`config.mk`:
```
export PLATFORM = sky130hd
export DESIGN_NAME = tlb_lookup
export DESIGN_NICKNAME = d
export VERILOG_FILES = /design/src/rtl/tlb_pkg.sv /design/src/rtl/tlb_ring_match.sv /design/src/rtl/tlb_attr_decode.sv /design/src/rtl/tlb_way.sv /design/src/rtl/tlb_lookup.sv
export SDC_FILE = /design/constraint.sdc
export NUM_CORES = 1
export LEC_CHECK = 0
export ABC_AREA = 1
export BUFFER_PORTS_ARGS = -buffer_cell sky130_fd_sc_hd__buf_2
export CORE_MARGIN = 3
export CORE_UTILIZATION = 40
export CTS_BUF_LIST = sky130_fd_sc_hd__clkbuf_8
export DETAILED_ROUTE_END_ITERATION = 10
export HOLD_SLACK_MARGIN = 0.05
export PLACE_DENSITY = 0.67
export SLEW_MARGIN = 0
export SYNTH_ARGS = -nofsm -noshare
export SYNTH_HDL_FRONTEND = slang
export SYNTH_SLANG_ARGS = --single-unit
export TNS_END_PERCENT = 100
```
`constraint.sdc`:
```
create_clock -name clk -period 12.8 [get_ports clk]
set_input_delay 2.56 -clock clk [delete_from_list [all_inputs] [get_ports clk]]
set_output_delay 2.56 -clock clk [all_outputs]
set_load 0.005 [all_outputs]
```
`src/rtl/tlb_pkg.sv`:
```
package tlb_pkg;

  typedef enum logic [3:0] {
    CAUSE_OK          = 4'd0,
    CAUSE_I_MISS      = 4'd1,
    CAUSE_I_MULTI     = 4'd2,
    CAUSE_I_PRIV      = 4'd3,
    CAUSE_FETCH_DENY  = 4'd4,
    CAUSE_D_MISS      = 4'd5,
    CAUSE_D_MULTI     = 4'd6,
    CAUSE_D_PRIV      = 4'd7,
    CAUSE_LOAD_DENY   = 4'd8,
    CAUSE_STORE_DENY  = 4'd9
  } cause_t;

  typedef enum logic [1:0] {
    CM_BYPASS  = 2'd0,
    CM_WBACK   = 2'd1,
    CM_WTHRU   = 2'd2,
    CM_ISOLATE = 2'd3
  } cache_mode_t;

  localparam logic [1:0] ACC_READ  = 2'd0;
  localparam logic [1:0] ACC_WRITE = 2'd1;
  localparam logic [1:0] ACC_FETCH = 2'd2;

  localparam int RIGHT_R = 2;
  localparam int RIGHT_W = 1;
  localparam int RIGHT_X = 0;

  localparam int NUM_RINGS = 4;

endpackage

```
`src/rtl/tlb_ring_match.sv`:
```
module tlb_ring_match #(
  parameter int ASID_W = 8
) (
  input  logic [4*ASID_W-1:0] ring_ids,
  input  logic [ASID_W-1:0]   asid,
  output logic                found,
  output logic [1:0]          ring
);
  always_comb begin
    found = 1'b0;
    ring  = 2'd0;
    // walk from the top so the lowest matching byte wins
    for (int i = tlb_pkg::NUM_RINGS - 1; i >= 0; i--) begin
      if (ring_ids[i*ASID_W +: ASID_W] == asid) begin
        found = 1'b1;
        ring  = 2'(i);
      end
    end
  end
endmodule

```
`src/rtl/tlb_attr_decode.sv`:
```
module tlb_attr_decode
  import tlb_pkg::*;
(
  input  logic [3:0]  attr,
  output logic [2:0]  rights,
  output cache_mode_t cache
);
  always_comb begin
    rights = 3'b000;
    cache  = CM_BYPASS;
    if (attr < 4'd12) begin
      rights[RIGHT_R] = 1'b1;
      rights[RIGHT_X] = attr[0];
      rights[RIGHT_W] = attr[1];
      case (attr[3:2])
        2'b01:   cache = CM_WBACK;
        2'b10:   cache = CM_WTHRU;
        default: cache = CM_BYPASS;
      endcase
    end else if (attr == 4'd13) begin
      rights[RIGHT_R] = 1'b1;
      rights[RIGHT_W] = 1'b1;
      cache           = CM_ISOLATE;
    end
  end

  always_comb begin
    AST_WRITE_IMPLIES_READ: assert (!rights[RIGHT_W] || rights[RIGHT_R]);
  end
endmodule

```
`src/rtl/tlb_way.sv`:
```
module tlb_way #(
  parameter int ADDR_W    = 32,
  parameter int IDX_BITS  = 2,
  parameter int PAGE_BITS = 12,
  parameter int ASID_W    = 8
) (
  input  logic                clk,
  input  logic                rst,
  input  logic                wr_en,
  input  logic [ADDR_W-1:0]   wr_vaddr,
  input  logic [ADDR_W-1:0]   wr_ppn,
  input  logic [ASID_W-1:0]   wr_asid,
  input  logic [3:0]          wr_attr,
  input  logic [4*ASID_W-1:0] ring_ids,
  input  logic [ADDR_W-1:0]   lk_vaddr,
  output logic                hit,
  output logic [1:0]          ring,
  output logic [ADDR_W-1:0]   paddr,
  output logic [3:0]          attr
);
  localparam int ENTRIES = 1 << IDX_BITS;
  localparam logic [ADDR_W-1:0] OFF_MASK = ADDR_W'((64'd1 << PAGE_BITS) - 64'd1);

  logic [ADDR_W-1:0] tag_mem  [ENTRIES];
  logic [ADDR_W-1:0] ppn_mem  [ENTRIES];
  logic [3:0]        attr_mem [ENTRIES];
  logic [ASID_W-1:0] asid_q   [ENTRIES];

  logic [IDX_BITS-1:0] wr_idx;
  logic [IDX_BITS-1:0] lk_idx;

  assign wr_idx = wr_vaddr[PAGE_BITS +: IDX_BITS];
  assign lk_idx = lk_vaddr[PAGE_BITS +: IDX_BITS];

  // payload fields carry no reset so they map onto distributed RAM
  always_ff @(posedge clk) begin
    if (wr_en) begin
      tag_mem[wr_idx]  <= wr_vaddr & ~OFF_MASK;
      ppn_mem[wr_idx]  <= wr_ppn & ~OFF_MASK;
      attr_mem[wr_idx] <= wr_attr;
    end
  end

  always_ff @(posedge clk) begin
    if (rst) begin
      for (int e = 0; e < ENTRIES; e++) asid_q[e] <= '0;
    end else if (wr_en) begin
      asid_q[wr_idx] <= wr_asid;
    end
  end

  logic [ASID_W-1:0] sel_asid;
  logic              ring_found;

  assign sel_asid = asid_q[lk_idx];

  tlb_ring_match #(.ASID_W(ASID_W)) u_ring (
    .ring_ids (ring_ids),
    .asid     (sel_asid),
    .found    (ring_found),
    .ring     (ring)
  );

  assign hit   = (tag_mem[lk_idx] == (lk_vaddr & ~OFF_MASK)) &&
                 (sel_asid != '0) && ring_found;
  assign paddr = ppn_mem[lk_idx] | (lk_vaddr & OFF_MASK);
  assign attr  = attr_mem[lk_idx];
endmodule

```
`src/rtl/tlb_lookup.sv`:
```
module tlb_lookup
  import tlb_pkg::*;
#(
  parameter int ADDR_W    = 32,
  parameter int NUM_WAYS  = 4,
  parameter int IDX_BITS  = 2,
  parameter int PAGE_MIN  = 12,
  parameter int PAGE_STEP = 2,
  parameter int ASID_W    = 8
) (
  input  logic                       clk,
  input  logic                       rst,
  input  logic                       wr_en,
  input  logic [$clog2(NUM_WAYS)-1:0] wr_way,
  input  logic [ADDR_W-1:0]          wr_vaddr,
  input  logic [ADDR_W-1:0]          wr_ppn,
  input  logic [ASID_W-1:0]          wr_asid,
  input  logic [3:0]                 wr_attr,
  input  logic                       ring_we,
  input  logic [4*ASID_W-1:0]        ring_wdata,
  input  logic                       lk_valid,
  input  logic                       lk_is_inst,
  input  logic [1:0]                 lk_acc,
  input  logic [1:0]                 lk_priv,
  input  logic [ADDR_W-1:0]          lk_vaddr,
  output logic                       res_valid,
  output logic [3:0]                 res_cause,
  output logic [ADDR_W-1:0]          res_paddr,
  output logic [2:0]                 res_rights,
  output logic [1:0]                 res_cache,
  output logic [1:0]                 res_ring
);
  localparam int WAY_W  = $clog2(NUM_WAYS);
  localparam int RING_W = 4 * ASID_W;

  function automatic logic [RING_W-1:0] ring_reset_value();
    logic [RING_W-1:0] v;
    for (int i = 0; i < NUM_RINGS; i++) v[i*ASID_W +: ASID_W] = ASID_W'(i + 1);
    return v;
  endfunction

  localparam logic [RING_W-1:0] RING_RST = ring_reset_value();

  logic [RING_W-1:0] ring_q;

  always_ff @(posedge clk) begin
    if (rst)          ring_q <= RING_RST;
    else if (ring_we) ring_q <= ring_wdata;
  end

  logic [NUM_WAYS-1:0] hit_vec;
  logic [1:0]          way_ring  [NUM_WAYS];
  logic [ADDR_W-1:0]   way_paddr [NUM_WAYS];
  logic [3:0]          way_attr  [NUM_WAYS];

  for (genvar w = 0; w < NUM_WAYS; w++) begin : g_way
    localparam int PB = PAGE_MIN + w * PAGE_STEP;
    logic way_we;
    assign way_we = wr_en && (wr_way == WAY_W'(w));

    tlb_way #(
      .ADDR_W    (ADDR_W),
      .IDX_BITS  (IDX_BITS),
      .PAGE_BITS (PB),
      .ASID_W    (ASID_W)
    ) u_way (
      .clk      (clk),
      .rst      (rst),
      .wr_en    (way_we),
      .wr_vaddr (wr_vaddr),
      .wr_ppn   (wr_ppn),
      .wr_asid  (wr_asid),
      .wr_attr  (wr_attr),
      .ring_ids (ring_q),
      .lk_vaddr (lk_vaddr),
      .hit      (hit_vec[w]),
      .ring     (way_ring[w]),
      .paddr    (way_paddr[w]),
      .attr     (way_attr[w])
    );
  end

  // pick the lowest hitting way and count hits
  logic [WAY_W:0]     hit_cnt;
  logic [1:0]         sel_ring;
  logic [ADDR_W-1:0]  sel_paddr;
  logic [3:0]         sel_attr;

  always_comb begin
    hit_cnt   = '0;
    sel_ring  = '0;
    sel_paddr = '0;
    sel_attr  = '0;
    for (int w = NUM_WAYS - 1; w >= 0; w--) begin
      if (hit_vec[w]) begin
        hit_cnt   = hit_cnt + 1'b1;
        sel_ring  = way_ring[w];
        sel_paddr = way_paddr[w];
        sel_attr  = way_attr[w];
      end
    end
  end

  logic [2:0]  raw_rights;
  cache_mode_t raw_cache;

  tlb_attr_decode u_attr (
    .attr   (sel_attr),
    .rights (raw_rights),
    .cache  (raw_cache)
  );

  logic [2:0] side_rights;
  logic       granted;
  cause_t     nxt_cause;

  always_comb begin
    side_rights = lk_is_inst ? (raw_rights & 3'b001) : (raw_rights & 3'b110);
    case (lk_acc)
      ACC_READ:  granted = side_rights[RIGHT_R];
      ACC_WRITE: granted = side_rights[RIGHT_W];
      ACC_FETCH: granted = side_rights[RIGHT_X];
      default:   granted = 1'b0;
    endcase

    if (hit_cnt == '0)
      nxt_cause = lk_is_inst ? CAUSE_I_MISS : CAUSE_D_MISS;
    else if (hit_cnt > 1)
      nxt_cause = lk_is_inst ? CAUSE_I_MULTI : CAUSE_D_MULTI;
    else if (sel_ring < lk_priv)
      nxt_cause = lk_is_inst ? CAUSE_I_PRIV : CAUSE_D_PRIV;
    else if (!granted)
      nxt_cause = lk_is_inst ? CAUSE_FETCH_DENY :
                  (lk_acc == ACC_WRITE) ? CAUSE_STORE_DENY : CAUSE_LOAD_DENY;
    else
      nxt_cause = CAUSE_OK;
  end

  always_ff @(posedge clk) begin
    if (rst) begin
      res_valid  <= 1'b0;
      res_cause  <= CAUSE_OK;
      res_paddr  <= '0;
      res_rights <= '0;
      res_cache  <= '0;
      res_ring   <= '0;
    end else begin
      res_valid <= lk_valid;
      if (lk_valid) begin
        res_cause <= nxt_cause;
        if (nxt_cause == CAUSE_OK) begin
          res_paddr  <= sel_paddr;
          res_rights <= side_rights;
          res_cache  <= raw_cache;
          res_ring   <= sel_ring;
        end else begin
          res_paddr  <= '0;
          res_rights <= '0;
          res_cache  <= '0;
          res_ring   <= '0;
        end
      end
    end
  end

  AST_VALID_LATENCY: assert property (@(posedge clk) disable iff (rst)
    lk_valid |=> res_valid);

  AST_IDLE_NO_RESULT: assert property (@(posedge clk) disable iff (rst)
    !lk_valid |=> !res_valid);

  AST_MULTI_HIT_FAULT: assert property (@(posedge clk) disable iff (rst)
    (lk_valid && $countones(hit_vec) > 1) |=>
      (res_cause == CAUSE_I_MULTI || res_cause == CAUSE_D_MULTI));

  AST_RING_NOT_BELOW_PRIV: assert property (@(posedge clk) disable iff (rst)
    (lk_valid && !$isunknown(lk_priv)) ##1 (res_valid && res_cause == CAUSE_OK) |->
      res_ring >= $past(lk_priv));

  AST_FAULT_CLEARS_DATA: assert property (@(posedge clk) disable iff (rst)
    (res_valid && res_cause != CAUSE_OK) |->
      (res_paddr == '0 && res_rights == '0 && res_cache == '0 && res_ring == '0));

  AST_MISS_WHEN_NO_HIT: assert property (@(posedge clk) disable iff (rst)
    (lk_valid && hit_vec == '0) |=>
      (res_cause == CAUSE_I_MISS || res_cause == CAUSE_D_MISS));
endmodule

```
==> results_dict.tcl <==
set metrics [dict create \
    drc 0 \
    hold_class "reg -> reg" \
    gr-total-overflow 0 \
    dp_hpwl_microns 66400 \
    drtAntennaViolNets 0 \
    routed_wl_microns 104000 \
    p_leak_nw 15.3 \
    rows 109 \
    placed_cell_area_sq_um 37900 \
    gp_congestion 0.964 \
    finalNonFillerCells 4937 \
    cp-start-kind "input port" \
    synth_largest_area_cell "edfxtp_1" \
    initial_core_util_pct 40.5 \
    p_total_mw 5.45 \
    syn_nets 3640 \
    critical_path_arrival_ns 8.80 \
    maxCapViolCount 0 \
    clk_path_buf_depth 3 \
    dp.cells 4715 \
    root_buffer "clkbuf_8" \
    clock_sinks 812 \
    yosysSeqAreaShare_pct 65.7 \
    wire_per_inst_microns 21.0 \
    fmax_mhz 123 \
    grt_pass1_wl_microns 154000 \
    maxSlewViolCount 0 \
    end_kind "flop" \
    worst_path_largest_cell_delay_ns 0.68 \
    final-setup-viol-count 0 \
    numPortBuffers 171 \
    fillers 8159 \
    netlist_top_cells_area "edfxtp_1, nand2_1, nand3_1" \
    crit_family "simple AND/OR/NAND/NOR gates" \
    cts_hold_buf 0 \
    grt_max_degree 80 \
    core_area_sq_um 88800 \
    cts_tree "done" \
    num_vias 26371 \
    final.min_clock_period_ns 8.14 \
    drt_iter0_markers 2615 \
    synth_edf_count 736 \
    dieArea_sq_um 93500 \
    die_x_microns 306 \
    design_area_sq_um 40200 \
    yosys_warnings 0 \
    drive_gt1_share_pct 11.8 \
    ys_types 49 \
    clk_pin_slew_ns 0.06 \
    cp_num_buf_inv 6 \
    antenna_found_initial 13 \
    crit_type "in -> reg" \
    skew_ns 0.0433 \
    async_reset_ff_share_pct 0 \
    synthCells 3484 \
    ir_drop_v 0.000105 \
    syn_avg_cell_area_sq_um 10.3 \
    cp_slowest_cell "a211oi_1" \
    relSlewSlack_pct 13.8 \
    powerDensity_nw_per_um2 136 \
    first_global_vias 25058 \
    status "complete, no violations" \
    die_h_microns 306 \
    finalHoldViolCount 0 \
    hold_slack_ns 0.449 \
    path_max_fanout 61 \
    area_growth_pct 11.7 \
    yosys.area.top_type_share_pct 61.5 \
    cts_inserted_buffers 121 \
    max_slew.worst_pin.slew_ns 1.28 \
    clk_latency_ns 0.75 \
    fin_tns_setup_ns 0 \
    h-tree-depth 3 \
    rsz0062_at_grt "no" \
    ys_ff_latch 812 \
    fin_nets 3829 \
    grt_use_total_pct 21.7 \
    ios 196 \
    cts.repair.resized 0 \
    required_ns 13.46 \
    min_period_over_period_pct 63.6 \
    synth_ff_type "edfxtp_1" \
    cts_setup_buffers 0 \
    syn-cell-area_sq_um 36000 \
    critPathMostFrequentCell "nand2_1" \
    routed_via_density 5.34 \
    drt-pass1-iter-count 6 \
]
==> where the power goes <==
| group | total (mW) | internal, mW | switching [mW] | leakage, nW |
|---|---|---|---|---|
| clock | 1.97 | 1.00 | 0.970 | 1.30 |
| combinational | 0.480 | 0.132 | 0.348 | 6.61 |
| sequential | 2.99 | 2.96 | 0.0288 | 7.34 |
==> worst min-delay path, stage by stage, from the launching register on <==
cell	delay [ns]
dfxtp_1	0.31
nand2_1	0.06
nand2_1	0.04
==> final timing paths <==
| check | cells after the start | start | slack, ns | to |
|---|---|---|---|---|
| worst max-delay path | 29 | lk_vaddr[14] | 4.66 | res_rights[2]$_SDFFE_PP0P_ |
| worst min-delay path | 2 | res_paddr[6]$_SDFFE_PP0P_ | 0.45 | res_paddr[6]$_SDFFE_PP0P_ |
| worst max register to register | 23 | g_way[0].u_way.asid_q[1][5]$_SDFFCE_PN0P_ | 7.55 | res_rights[2]$_SDFFE_PP0P_ |
| worst min register to register | 2 | res_paddr[6]$_SDFFE_PP0P_ | 0.45 | res_paddr[6]$_SDFFE_PP0P_ |
==> metrics by stage <==
stage | worst slack [ns] | util, %
global placement | 3.99 | 42.7
floorplan | 5.65 | -
finish | 4.66 | 45.2
CTS | 4.72 | 45.2
detailed placement | 3.97 | 42.7
global route | 4.22 | 45.2
==> kinds of logic after synthesis <==
logic type	Yosys count	share of synthesized area [%]
flip-flops	812	65.7
adder cells (fa/ha/maj)	4	0.139
AO/OA/AOI/OAI	403	6.73
XOR/XNOR	80	1.95
AND/OR/NAND/NOR	1862	21.4
buffers and inverters	323	4.10
==> cell usage after synthesis (18+ instances only) <==
| master | count |
|---|---|
| a32o_1 | 34 |
| dfxtp_1 | 76 |
| buf_2 | 29 |
| buf_4 | 26 |
| nor3_1 | 18 |
| nand2_2 | 19 |
| o21ai_0 | 178 |
| inv_1 | 153 |
| edfxtp_1 | 736 |
| a21oi_1 | 95 |
| o22ai_1 | 47 |
| nand3_1 | 359 |
| nand4_1 | 26 |
| clkbuf_1 | 68 |
| nand2_1 | 1063 |
| nor2_1 | 347 |
| xor2_1 | 79 |
==> metal layers <==
metal  routed length (microns)  share of wire (%)  up-vias  GRT usage (%)
met2                     50000                 48     1118           36.5
met1                     41600                 40    12619           28.2
li1                          -                  -    12426              -
met3                      8610                8.3      202           3.96
met4                      3260                3.1        6           8.10
met5                        39              0.038        -              0
==> cell usage in the layout, fill, tap and decap left out, types with 5 or more instances in the layout <==
master / instances
xor2_1: 79
a21oi_1: 95
nor3_1: 14
buf_4: 48
or2_2: 7
edfxtp_1: 736
nand4_1: 26
nand2_2: 19
o21ai_0: 178
o21ai_2: 12
clkbuf_8: 126
nand3_1: 359
nor2_1: 334
a221o_1: 15
nor2_4: 13
a32o_1: 34
bufinv_16: 5
nand2_1: 1063
inv_1: 192
clkinv_2: 16
inv_2: 9
buf_2: 168
dfxtp_1: 76
o22ai_1: 47
diode_2: 8
clkinv_1: 33
==> layout make-up <==
| type | instances | area, sq um | share of cell area, % |
|---|---|---|---|
| antenna | 8 | 20.0 | 0.0498 |
| clock buffer | 126 | 1730 | 4.32 |
| clock inverter | 88 | 494 | 1.23 |
| inverter | 173 | 657 | 1.64 |
| multi-input combinational | 2349 | 11000 | 27.3 |
| sequential | 812 | 23600 | 58.8 |
| tap | 1165 | 1460 | 3.63 |
| timing repair buffer | 216 | 1200 | 2.99 |
==> state kept, by name, indices dropped and copies added (netlist names), 3 cells and up <==
| signal | cells |
|---|---|
| g_way.u_way.ppn_mem | 272 |
| res_paddr | 32 |
| ring_q | 32 |
| g_way.u_way.tag_mem | 272 |
| res_rights | 3 |
| g_way.u_way.attr_mem | 64 |
| g_way.u_way.asid_q | 128 |
| res_cause | 4 |
No activity file was read; power rests on OpenSTA's default activity.
